## config.mk

```make
export PLATFORM = sky130hd
export DESIGN_NAME = crm_gate_seq
export DESIGN_NICKNAME = d
export VERILOG_FILES = /design/src/rtl/crm_pkg.sv /design/src/rtl/crm_sync.sv /design/src/rtl/crm_timers.sv /design/src/rtl/crm_ctrl.sv /design/src/rtl/crm_gate_seq.sv
export SDC_FILE = /design/constraint.sdc
export NUM_CORES = 1
export LEC_CHECK = 0
export ABC_AREA = 1
export ABC_CLOCK_PERIOD_IN_PS = 4320
export CORE_MARGIN = 2
export CORE_UTILIZATION = 50
export CTS_BUF_LIST = sky130_fd_sc_hd__clkbuf_4 sky130_fd_sc_hd__clkbuf_8
export CTS_CLUSTER_DIAMETER = 120
export DETAILED_ROUTE_END_ITERATION = 7
export PLACE_DENSITY = 0.67
export SYNTH_ARGS = -nofsm -noshare
export SYNTH_HDL_FRONTEND = slang
export SYNTH_HIERARCHICAL = 1
export SYNTH_SLANG_ARGS = --single-unit
```

## constraint.sdc

```tcl
create_clock -name clk -period 4.32 [get_ports clk]
set_clock_uncertainty 0.1 [all_clocks]
set_input_delay 0.432 -clock clk [delete_from_list [all_inputs] [get_ports clk]]
set_output_delay 0.432 -clock clk [all_outputs]
set_load 0.02 [all_outputs]
```

## src/rtl/crm_pkg.sv

```systemverilog
package crm_pkg;
  // strobes from control to timer datapath
  typedef struct packed {
    logic turnOn;    // gate rises at this edge
    logic gateHigh;  // gate currently high
    logic halt;      // switching disabled by supervisor
  } crm_strobe_t;

  function automatic int nsToCycles(input int clkMhz, input int ns);
    int c;
    c = (clkMhz * ns + 999) / 1000;
    return (c < 2) ? 2 : c;
  endfunction
endpackage

```

## src/rtl/crm_sync.sv

```systemverilog
module crm_sync #(
  parameter int W = 5
) (
  input  logic         clk,
  input  logic         rstN,
  input  logic [W-1:0] rawIn,
  output logic [W-1:0] syncOut
);
  logic [W-1:0] stage1;

  for (genvar i = 0; i < W; i++) begin : g_bit
    always_ff @(posedge clk or negedge rstN) begin
      if (!rstN) begin
        stage1[i]  <= 1'b0;
        syncOut[i] <= 1'b0;
      end else begin
        stage1[i]  <= rawIn[i];
        syncOut[i] <= stage1[i];
      end
    end
  end
endmodule

```

## src/rtl/crm_timers.sv

```systemverilog
module crm_timers
  import crm_pkg::*;
#(
  parameter int BLANK_CYC   = 825,
  parameter int RESTART_CYC = 37500,
  parameter int MAXON_CYC   = 10250
) (
  input  logic        clk,
  input  logic        rstN,
  input  crm_strobe_t strb,
  output logic        blankActive,
  output logic        restartHit,
  output logic        maxOnHit
);
  localparam int BW = $clog2(BLANK_CYC + 1);
  localparam int RW = $clog2(RESTART_CYC);
  localparam int MW = $clog2(MAXON_CYC);
  localparam logic [BW-1:0] BLANK_LOAD = BW'(BLANK_CYC);
  localparam logic [RW-1:0] OFF_LAST   = RW'(RESTART_CYC - 1);
  localparam logic [MW-1:0] ON_LAST    = MW'(MAXON_CYC - 1);

  logic [BW-1:0] blankCnt;
  logic [RW-1:0] offCnt;
  logic [MW-1:0] onCnt;

  always_ff @(posedge clk or negedge rstN) begin
    if (!rstN) begin
      blankCnt <= '0;
      offCnt   <= '0;
      onCnt    <= '0;
    end else begin
      if (strb.halt)             blankCnt <= '0;
      else if (strb.turnOn)      blankCnt <= BLANK_LOAD;
      else if (blankCnt != '0)   blankCnt <= blankCnt - 1'b1;

      if (strb.halt || strb.gateHigh || strb.turnOn) offCnt <= '0;
      else if (offCnt != OFF_LAST)                   offCnt <= offCnt + 1'b1;

      if (strb.halt || !strb.gateHigh) onCnt <= '0;
      else if (onCnt != ON_LAST)       onCnt <= onCnt + 1'b1;
    end
  end

  assign blankActive = (blankCnt != '0);
  assign restartHit  = !strb.halt && !strb.gateHigh && (offCnt == OFF_LAST);
  assign maxOnHit    = strb.gateHigh && (onCnt == ON_LAST);


  blank_open_chk: assert property (@(posedge clk) disable iff (!rstN)
    strb.turnOn && !strb.halt |=> blankActive);

  restart_quiet_chk: assert property (@(posedge clk) disable iff (!rstN)
    strb.gateHigh |=> !restartHit);
endmodule

```

## src/rtl/crm_ctrl.sv

```systemverilog
module crm_ctrl
  import crm_pkg::*;
(
  input  logic        clk,
  input  logic        rstN,
  input  logic        enable,
  input  logic        zcdHiS,
  input  logic        zcdLoS,
  input  logic        rampHitS,
  input  logic        ocpS,
  input  logic        compLowS,
  input  logic        blankActive,
  input  logic        restartHit,
  input  logic        maxOnHit,
  output crm_strobe_t strb,
  output logic        gate
);
  logic zcdArmed;
  logic zcdEvent;
  logic startReq;
  logic stopReq;
  logic gateNext;

  // hysteretic zero-current flag: set above upper, cleared below lower
  always_ff @(posedge clk or negedge rstN) begin
    if (!rstN)       zcdArmed <= 1'b0;
    else if (zcdLoS) zcdArmed <= 1'b0;
    else if (zcdHiS) zcdArmed <= 1'b1;
  end

  assign zcdEvent = zcdArmed && zcdLoS;
  assign startReq = !compLowS && ((zcdEvent && !blankActive) || restartHit);
  assign stopReq  = rampHitS || ocpS || maxOnHit;

  always_comb begin
    if (!enable)   gateNext = 1'b0;
    else if (gate) gateNext = !stopReq;
    else           gateNext = startReq;
  end

  always_ff @(posedge clk or negedge rstN) begin
    if (!rstN) gate <= 1'b0;
    else       gate <= gateNext;
  end

  assign strb.turnOn   = enable && !gate && startReq;
  assign strb.gateHigh = gate;
  assign strb.halt     = !enable;


  ocp_cut_chk: assert property (@(posedge clk) disable iff (!rstN)
    gate && ocpS |=> !gate);

  disable_low_chk: assert property (@(posedge clk) disable iff (!rstN)
    !enable |=> !gate);

  comp_block_chk: assert property (@(posedge clk) disable iff (!rstN)
    !gate && compLowS |=> !gate);

  max_on_chk: assert property (@(posedge clk) disable iff (!rstN)
    maxOnHit |=> !gate);
endmodule

```

## src/rtl/crm_gate_seq.sv

```systemverilog
module crm_gate_seq
  import crm_pkg::*;
#(
  parameter int CLK_MHZ    = 250,
  parameter int BLANK_NS   = 3300,
  parameter int RESTART_NS = 150000,
  parameter int MAXON_NS   = 41000
) (
  input  logic clk,
  input  logic rstN,
  input  logic enable,
  input  logic zcdHiRaw,
  input  logic zcdLoRaw,
  input  logic rampHitRaw,
  input  logic ocpRaw,
  input  logic compLowRaw,
  output logic gateOn,
  output logic rampReset
);
  localparam int BLANK_CYC   = nsToCycles(CLK_MHZ, BLANK_NS);
  localparam int RESTART_CYC = nsToCycles(CLK_MHZ, RESTART_NS);
  localparam int MAXON_CYC   = nsToCycles(CLK_MHZ, MAXON_NS);

  logic [4:0]  syncFlags;
  crm_strobe_t strb;
  logic        blankActive, restartHit, maxOnHit;
  logic        gate;

  crm_sync #(.W(5)) uSync (
    .clk(clk), .rstN(rstN),
    .rawIn({compLowRaw, ocpRaw, rampHitRaw, zcdLoRaw, zcdHiRaw}),
    .syncOut(syncFlags)
  );

  crm_ctrl uCtrl (
    .clk(clk), .rstN(rstN), .enable(enable),
    .zcdHiS(syncFlags[0]), .zcdLoS(syncFlags[1]), .rampHitS(syncFlags[2]),
    .ocpS(syncFlags[3]), .compLowS(syncFlags[4]),
    .blankActive(blankActive), .restartHit(restartHit), .maxOnHit(maxOnHit),
    .strb(strb), .gate(gate)
  );

  crm_timers #(
    .BLANK_CYC(BLANK_CYC), .RESTART_CYC(RESTART_CYC), .MAXON_CYC(MAXON_CYC)
  ) uTimers (
    .clk(clk), .rstN(rstN), .strb(strb),
    .blankActive(blankActive), .restartHit(restartHit), .maxOnHit(maxOnHit)
  );

  assign gateOn    = gate;
  assign rampReset = !gate;
endmodule

```

* Yosys cells after proc, flatten, opt, wreduce, memory -nomap -nowiden
Cells that the tools add are included. Widths: inputs -> output; s select.
Operators by class: multiplexer cells 11, reduce and logical (&&, ||, !) cells 22, equal/unequal tests 5, add/subtract/negate cells 3
Operators by type and width (count):
- $mux 16 | 2
- $mux 10 | 3
- $mux 14 | 2
- $add 16x1->16 const B | 1
- $eq 16x16->1 const B | 1
- $ne 16x16->1 const B | 1
- $add 14x1->14 const B | 1
- $eq 14x14->1 const B | 1
- $ne 14x14->1 const B | 1
- $reduce_bool 10->1 | 1
- $sub 10x1->10 const B | 1
- $logic_and 1x1->1 | 7
- $logic_or 1x1->1 | 6
- $reduce_bool 2->1 | 3
- $logic_not 1->1 | 5
- $mux 1 | 4
- $ne 3x1->1 const B | 1
Word-level totals: word-level logic and storage cells 56, bits of input ports 8, output and inout port bits 2, register bits 52

* Logic depth before layout (Yosys ltp)
Gate-level depths: netlist of run 1.
depth in word-level cells 8, depth in mapped cells 18, depth with buffers taken out 18

* Modules after synthesis
Netlist of run 1, hierarchy kept.
Modules (own cells, without submodules):
- crm_timers | seq. area each 1001.0 um^2, cells an instance 338, area each 2374.8 um^2, times used 1
- crm_sync | seq. area each 250.2 um^2, cells an instance 10, area each 250.2 um^2, times used 1
- crm_ctrl | seq. area each 50.0 um^2, cells an instance 17, area each 120.1 um^2, times used 1
- crm_gate_seq | seq. area each 0.0 um^2, cells an instance 1, area each 3.8 um^2, times used 1

* Worst setup path before layout of run 1
Ideal clock, no wire load.
path type reg2reg, start point reg uTimers.blankCnt[0], end point reg uTimers.offCnt[1], clock period less this slack 1.955 ns, stages on the path, launching flop included 17, arrival 1.738 ns, slack 2.365 ns, required time 4.103 ns, buffers on the path 1, setup time 0.117 ns, cell sequence dfrtp_1 inv_1 ha_1 nand3_1 inv_1 nand2_1 inv_1 nand3_1 nand2_1 nand2_1 inv_1 inv_2 nand2_2 nor2_2 buf_4 nand4_1 nand2_1
RTL lines:
- start: declaration | RTL line crm_timers.sv:22 | logic [BW-1:0] blankCnt;
- start signal: assignment | RTL line crm_timers.sv:34 | else if (blankCnt != '0) blankCnt <= blankCnt - 1'b1;
- end signal: assignment | RTL line crm_timers.sv:37 | else if (offCnt != OFF_LAST) offCnt <= offCnt + 1'b1;
- end: declaration | RTL line crm_timers.sv:23 | logic [RW-1:0] offCnt;

==> results of run 1 <==
## Yosys cell counts (4+ instances only)
cell,count
o21ai_0,12
nand3_1,22
inv_2,5
nor3_1,14
nand4_1,15
nand2_1,74
nor2_1,64
a21oi_1,14
nand2_2,5
ha_1,4
nor2_2,9
inv_1,55
dfrtp_1,52
## routing by layer
metal | up-vias | global-route usage | wire length, µm
met5 | - | 0 | 0
met4 | 0 | 0.0825 | 81
met3 | 10 | 0.0356 | 293
met2 | 55 | 0.325 | 2480
met1 | 1097 | 0.247 | 2520
li1 | 1184 | - | -
## power by group
| group | switching, mW | leakage [nW] | internal, mW |
|---|---|---|---|
| Clock | 0.168 | 0.0687 | 0.233 |
| Combinational | 0.219 | 0.668 | 0.118 |
| Sequential | 0.0421 | 0.692 | 0.535 |
| Total | 0.429 | 1.43 | 0.886 |
## how the worst min path moves through the flow
stage / endpoint / slack [ns] / cells past startpoint
after CTS: uTimers/blankCnt[5]$_DFFE_PN0P_ / 0.15 / 2
after global routing: uTimers/blankCnt[2]$_DFFE_PN0P_ / 0.20 / 2
after detailed placement: uSync/syncOut[1]$_DFF_PN0_ / 0.24 / 0
final: uTimers/blankCnt[5]$_DFFE_PN0P_ / 0.1 / 2
after floorplan: uCtrl/gate$_DFF_PN0_ / 0.04 / 0
after global placement: uSync/syncOut[2]$_DFF_PN0_ / 0.23 / 0
## sequential cells by signal, summed over array words and instances, names as in the netlist
signal / flops
uCtrl/gate: 1
uSync/syncOut: 5
uTimers/blankCnt: 10
uSync/stage1: 5
uCtrl/zcdArmed: 1
uTimers/onCnt: 14
uTimers/offCnt: 16
## layout make-up
cell class / instances / area (µm²) / share of cell area
sequential: 52 / 1300 / 0.427
multi-input combinational: 251 / 1200 / 0.395
inverter: 60 / 225 / 0.0739
timing repair buffer: 10 / 92.6 / 0.0304
tap: 70 / 87.6 / 0.0287
clock buffer: 5 / 68.8 / 0.0226
clock inverter: 3 / 68.8 / 0.0226
## stage by stage
step	setup slack [ns]	cell area [µm²]	total power, mW	hold WS (ns)	cells
CTS	1.81	3050	1.32	0.147	451
detailed placement	1.81	2910	0.920	0.236	443
global placement	1.93	2910	0.920	0.231	443
global route	1.48	3050	1.40	0.196	451
finish	1.76	3050	1.32	0.0999	451
floorplan	2.36	2750	0.833	0.0364	366
## cells by family after synthesis
logic type	count (synthesis)	share of synthesized area
DFF	52	0.473
xor gates and xnor gates	3	0.00956
AOI/OAI and AO/OA	31	0.0587
buffers and inverters	63	0.0892
adders and majority gates	4	0.0182
and+or+nand+nor	213	0.351
==> key figures, run 1 <==
Global routing
  • Vias in the first global route: 2,268
  • Initial antenna violation count: 0
  • First-pass GRT wire length: 9530 µm
  • GRT overflow: 0
  • Total track usage: 0.194
  • Largest net degree at the start of global routing: 53

Floorplanning
  • IO Count: 10
  • Die Y: 78.1 µm
  • Initial Util: 0.528
  • Floorplan row count: 26
  • Die ar.: 0.00611 mm²
  • Die X-Extent: 78.1 µm
  • Core area: 0.00520 mm²

Critical path
  • Crit-path most repeated cell: inv_1
  • CP arrival: 2.69 ns
  • Worst R2R Start: uTimers/blankCnt[0]$_DFFE_PN0P_
  • Crit Path Category: register to register
  • Worst-path fanout max: 14
  • Worst path max stage delay: 0.43 ns
  • CP Cell Sequence: inv_1 -> ha_1 -> nand3_1 -> inv_1 -> nand2_1 -> inv_1 -> nand3_1 -> nand2_1 -> nand2_1 -> inv_1 -> inv_2 -> nand2_2 -> nor2_2 -> o21ai_0 -> a21oi_1
  • Reg-to-reg endpoint: uTimers/offCnt[3]$_DFFE_PN0P_
  • Worst Setup End Kind: register
  • Crit path depth: 15
  • Buffers and inverters on the worst path: 5
  • Delay-heaviest family, CP: simple AND/OR/NAND/NOR gates
  • Reg2Reg Depth: 15
  • Crit path launch type: register
  • Worst path slowest cell: nor2_2
  • Critical Path End: uTimers/offCnt[3]$_DFFE_PN0P_
  • Setup crit start: uTimers/blankCnt[0]$_DFFE_PN0P_
  • Required time worst endpoint: 4.45 ns
  • R2R Setup Slk: 1.76 ns

STA
  • Worst-Margin Slew: 0.636 ns
  • Fmax: 391 MHz
  • Unrepaired setup endpoints after global routing: no
  • Max transition margin: 0.576
  • Minimum clock period after layout: 2.56 ns
  • Final setup vio count: 0
  • Setup TNS: 0 ns
  • Fin crit share: 0.592
  • Fin. max-slew vios: 0
  • Final hold vios: 0

Detailed routing
  • Starting DRT DRC Count: 78
  • Final WL: 5380 µm
  • WL per Instance: 11.9 µm
  • Via density: 5.20
  • Via Count: 2,346
  • Drt pass-1 iters: 4
  • Final ANT Viol Nets: 0
  • DRC errors left: 0

Layout
  • Most frequent cells in the layout: nand2_1, nor2_1, inv_1
  • Final Util: 0.585
  • Antenna diode count: 0
  • Fillers: 492
  • Area added between synthesis and finish: 10.8%
  • Commonest non-fill, non-tap cell in the layout: nand2_1
  • Layout cells sized above 1: 0.0945
  • Final #Nets: 392

Clock tree
  • Root buffer cell: clkbuf_8
  • CTS sink count: 52
  • Worst-skew pair later-pin latency: 0.31 ns
  • Clock Path Buffers: 2
  • Clk pin slew, worst setup/hold paths: 0.10 ns
  • Cells resized by post-CTS repair: 0
  • CTS tree: yes
  • H-tree depth: 2
  • Hold Buf Count CTS: 0
  • CTS buffer count: 5
  • # Post-CTS Setup Buffers: 0

Synth
  • Dominant cells by area after synthesis: dfrtp_1, nand2_1, nor2_1
  • Register area share after synthesis: 0.473
  • Yosys top cell area share: 0.473
  • Cell variety after synth: 28
  • Synth warn: 6
  • Flop and latch count out of synthesis: 52
  • Post-synth top area cell: dfrtp_1
  • Syn_area_per_cell: 7.51 µm²
  • Main synth FF type: dfrtp_1
  • Number of synthesized flops with an enable pin: 0
  • Fraction of registers with async set/reset: 1.00
  • Synth Instances: 366
  • Post-Syn Nets: 378
  • Cell area after synthesis: 0.00275 mm²

Flow run
  • Max-cap viol count: 0

Outcome
  • Status: finished, final reports clean

Power and ir drop
  • Peak VDD IR: 0.208 mV
  • Pwr dens: 432 mW/mm²
  • Pleak: 1.43 nW

Placed design
  • GPL Wtd Cong: 0.871
  • Port bufs: 9
  • Post-DP HPWL: 3970 µm

Hold path
  • Hold Path Class: input port to asynchronous set/reset pin
Note: power is estimated with default switching activity, not from simulation.
==> run 2, diff against run 1 <==
--- a/config.mk
+++ b/config.mk
@@ -6,7 +6,7 @@
 export NUM_CORES = 1
 export LEC_CHECK = 0
 export ABC_AREA = 1
-export ABC_CLOCK_PERIOD_IN_PS = 4320
+export ABC_CLOCK_PERIOD_IN_PS = 2700
 export CORE_MARGIN = 2
 export CORE_UTILIZATION = 50
 export CTS_BUF_LIST = sky130_fd_sc_hd__clkbuf_4 sky130_fd_sc_hd__clkbuf_8
==> constraint.sdc (replaced) <==
create_clock -name clk -period 2.7 [get_ports clk]
set_clock_uncertainty 0.1 [all_clocks]
set_input_delay 0.27 -clock clk [delete_from_list [all_inputs] [get_ports clk]]
set_output_delay 0.27 -clock clk [all_outputs]
set_load 0.02 [all_outputs]
==> run 2 against run 1 <==
Effect of this change: cell area fell by 0.74%; core utilization fell by 0.43 points; register-to-register slack got worse by 1.4 ns; combinational power rose by 58%.
==> key figures, run 2 (same netlist as run 1, synthesis figures left out) <==
Outcome
  • Status: finished, final reports clean

Global routing
  • Initial antenna violation count: 0 (unchanged)
  • First-pass GRT wire length: 9600 µm (+0.72%)
  • Total track usage: 0.193 (-0.000590)
  • GRT overflow: 0 (unchanged)
  • Vias in the first global route: 2,175 (-4.1%)
  • Largest net degree at the start of global routing: 33 (-38%)

Clock tree
  • Clock Path Buffers: 2 (unchanged)
  • Worst-skew pair later-pin latency: 0.30 ns (about the same)
  • CTS sink count: 52 (unchanged)
  • Root buffer cell: clkbuf_8
  • H-tree depth: 2 (unchanged)
  • # Post-CTS Setup Buffers: 0 (unchanged)
  • CTS tree: yes
  • CTS buffer count: 5 (unchanged)
  • Clk pin slew, worst setup/hold paths: 0.10 ns (about the same)

Floorplanning
  • Die X-Extent: 78.1 µm (unchanged)
  • Die Y: 78.1 µm (unchanged)
  • Initial Util: 0.528 (unchanged)
  • Core area: 0.00520 mm² (unchanged)
  • Floorplan row count: 26 (unchanged)
  • IO Count: 10 (unchanged)
  • Die ar.: 0.00611 mm² (unchanged)

Critical path
  • Required time worst endpoint: 2.83 ns (-1.62 ns)
  • CP Cell Sequence: ha_1 -> nand2_1 -> nor3_1 -> nand2_1 -> nor3_1 -> inv_1 -> nand2_1 -> nand2_1 -> inv_1 -> inv_2 -> nand2_2 -> inv_1 -> nand2_2 -> nand2_4 -> o21ai_0
  • Crit-path most repeated cell: nand2_1
  • Reg2Reg Depth: 15 (unchanged)
  • Delay-heaviest family, CP: simple AND/OR/NAND/NOR gates
  • Reg-to-reg endpoint: uTimers/blankCnt[0]$_DFFE_PN0P_
  • Crit path depth: 15 (unchanged)
  • Worst path max stage delay: 0.40 ns (-0.03 ns)
  • Crit path launch type: register
  • Critical Path End: uTimers/blankCnt[0]$_DFFE_PN0P_
  • Worst R2R Start: uTimers/offCnt[0]$_DFFE_PN0P_
  • Worst path slowest cell: dfrtp_1
  • Setup crit start: uTimers/offCnt[0]$_DFFE_PN0P_
  • Worst Setup End Kind: register
  • R2R Setup Slk: 0.38 ns (-1.38 ns)
  • Crit Path Category: register to register
  • CP arrival: 2.45 ns (-0.24 ns)
  • Buffers and inverters on the worst path: 4 (-1)
  • Worst-path fanout max: 6 (-8)

Power and ir drop
  • Pwr Total: 1.90 mW (+45%)
  • Pleak: 1.41 nW (-1.2%)
  • Peak VDD IR: 0.365 mV (+75%)
  • Share of power burned in registers: 0.485 (+0.046)
  • Pwr dens: 629 mW/mm² (+46%)
  • Switching power total: 0.672 mW (+57%)
  • Clock power share: 0.235 (-0.070)
  • Pint: 1.23 mW (+39%)
  • Switching share of total power: 0.353 (+0.0271)
  • Combinational share of power: 0.280 (+0.023)

STA
  • Worst-Margin Slew: 0.437 ns (-0.199 ns)
  • Unrepaired setup endpoints after global routing: no
  • Final setup vio count: 0 (unchanged)
  • Fin crit share: 0.858 (+0.266)
  • Fin. max-slew vios: 0 (unchanged)
  • Setup TNS: 0 ns (unchanged)
  • Fmax: 432 MHz (+10%)
  • Minimum clock period after layout: 2.32 ns (-0.240 ns)
  • Final hold vios: 0 (unchanged)
  • Max transition margin: 0.708 (+0.133)

Layout
  • Most frequent cells in the layout: nand2_1, nor2_1, inv_1
  • Antenna diode count: 0 (unchanged)
  • Most flops, register: uTimers/offCnt
  • Area added between synthesis and finish: 10.0%
  • Commonest non-fill, non-tap cell in the layout: nand2_1
  • Largest registers: uTimers/offCnt: 16 flops, uTimers/onCnt: 14 flops, uTimers/blankCnt: 10 flops
  • Non-Filler Instances: 453 (+0.44%)
  • Final #Nets: 394 (+0.51%)
  • Layout cells sized above 1: 0.0966 (+0.00212)
  • Max reg flops: 16 (unchanged)

Placed design
  • DP Cell Count: 444 (+0.23%)
  • GPL Wtd Cong: 0.924 (+6.0%)
  • Port bufs: 9 (unchanged)
  • Post-DP HPWL: 4000 µm (+0.80%)

Detailed routing
  • Starting DRT DRC Count: 130 (+67%)
  • Final WL: 5280 µm (-1.9%)
  • Final ANT Viol Nets: 0 (unchanged)
  • WL per Instance: 11.6 µm (-2.3%)
  • Via density: 4.99 (-4.1%)
  • Highest Signal Layer: met4
  • Met2 routed WL: 2280 µm (-8.1%)
  • Via Count: 2,260 (-3.7%)
  • Drt pass-1 iters: 4 (unchanged)
  • DRC errors left: 0 (unchanged)
  • Metal3 WL: 185 µm (-37%)
  • Metal-1 WL: 2760 µm (+9.7%)

Flow run
  • Max-cap viol count: 0 (unchanged)

Hold path
  • Hold Path Class: register to register
run 2: changes by cell type in the layout (fill, tap and decap cells not counted):
| cell | previous run | this run |
|---|---|---|
| buf_4 | 1 | 2 |
| bufinv_16 | 2 | 0 |
| clkinv_4 | 0 | 1 |
| clkinvlp_4 | 0 | 2 |
| dlygate4sd3_1 | 0 | 1 |
| inv_6 | 1 | 0 |
| nor2_2 | 9 | 8 |
| nor2_4 | 1 | 2 |
run 2: timing repair:
| item | 4_1_cts | 5_1_grt |
|---|---|---|
| gates resized for setup | 0 | 1 |
| hold endpoints to repair | 20 | 0 |
| setup endpoints to repair | 0 | 9 |
| hold buffers | 1 | 0 |
run 2: how the worst min path moves through the flow:
stage                                                  to  cells past startpoint                 startpoint
after floorplan                      uCtrl/gate$_DFF_PN0_                      0                       rstN
after global placement    uTimers/blankCnt[5]$_DFFE_PN0P_                      1                       rstN
after detailed placement  uTimers/blankCnt[5]$_DFFE_PN0P_                      1                       rstN
after CTS                      uSync/syncOut[2]$_DFF_PN0_                      0  uSync/stage1[2]$_DFF_PN0_
after global routing           uSync/syncOut[2]$_DFF_PN0_                      0  uSync/stage1[2]$_DFF_PN0_
final                          uSync/syncOut[2]$_DFF_PN0_                      0  uSync/stage1[2]$_DFF_PN0_
run 2: area by class of cell:
type	count	area [µm²]
clock buffer	5	68.8
clock inverter	3	23.8
fill	488	2180
inverter	60	225
multi-input combinational	251	1210
sequential	52	1300
tap	70	87.6
timing repair buffer	12	110
run 2: power by group through the flow:
stage | clock network (mW) | logic, mW | registers, mW
after global placement | 0 | 0.535 | 0.935
after CTS | 0.475 | 0.532 | 0.922
after detailed placement | 0 | 0.528 | 0.938
after global routing | 0.504 | 0.618 | 0.932
after floorplan | 0 | 0.414 | 0.919
final | 0.446 | 0.533 | 0.922
run 2: per-stage QoR:
stage	setup WS [ns]	cell area [µm²]	utilization	hold slack [ns]
after CTS	0.245	3020	0.580	0.261
after global placement	0.375	2920	0.560	0.140
after floorplan	0.745	2750	-	-0.126
final	0.384	3020	0.581	0.256
after global routing	0.128	3020	0.581	0.271
after detailed placement	0.277	2920	0.560	0.151
run 2: metal layers:
| layer | vias to the layer above | global-route usage |
|---|---|---|
| met5 | - | 0 |
| met4 | 0 | 0.0509 |
| met3 | 5 | 0.0402 |
| met2 | 32 | 0.303 |
| met1 | 1040 | 0.274 |
| li1 | 1183 | - |
==> run 3, diff against run 2 <==
--- a/config.mk
+++ b/config.mk
@@ -11,6 +11,7 @@
 export CORE_UTILIZATION = 50
 export CTS_BUF_LIST = sky130_fd_sc_hd__clkbuf_4 sky130_fd_sc_hd__clkbuf_8
 export CTS_CLUSTER_DIAMETER = 120
+export CTS_CLUSTER_SIZE = 40
 export DETAILED_ROUTE_END_ITERATION = 7
 export PLACE_DENSITY = 0.67
 export SYNTH_ARGS = -nofsm -noshare
==> results of run 3 <==
Final layout, timing and power as in run 2 (identical DEF).
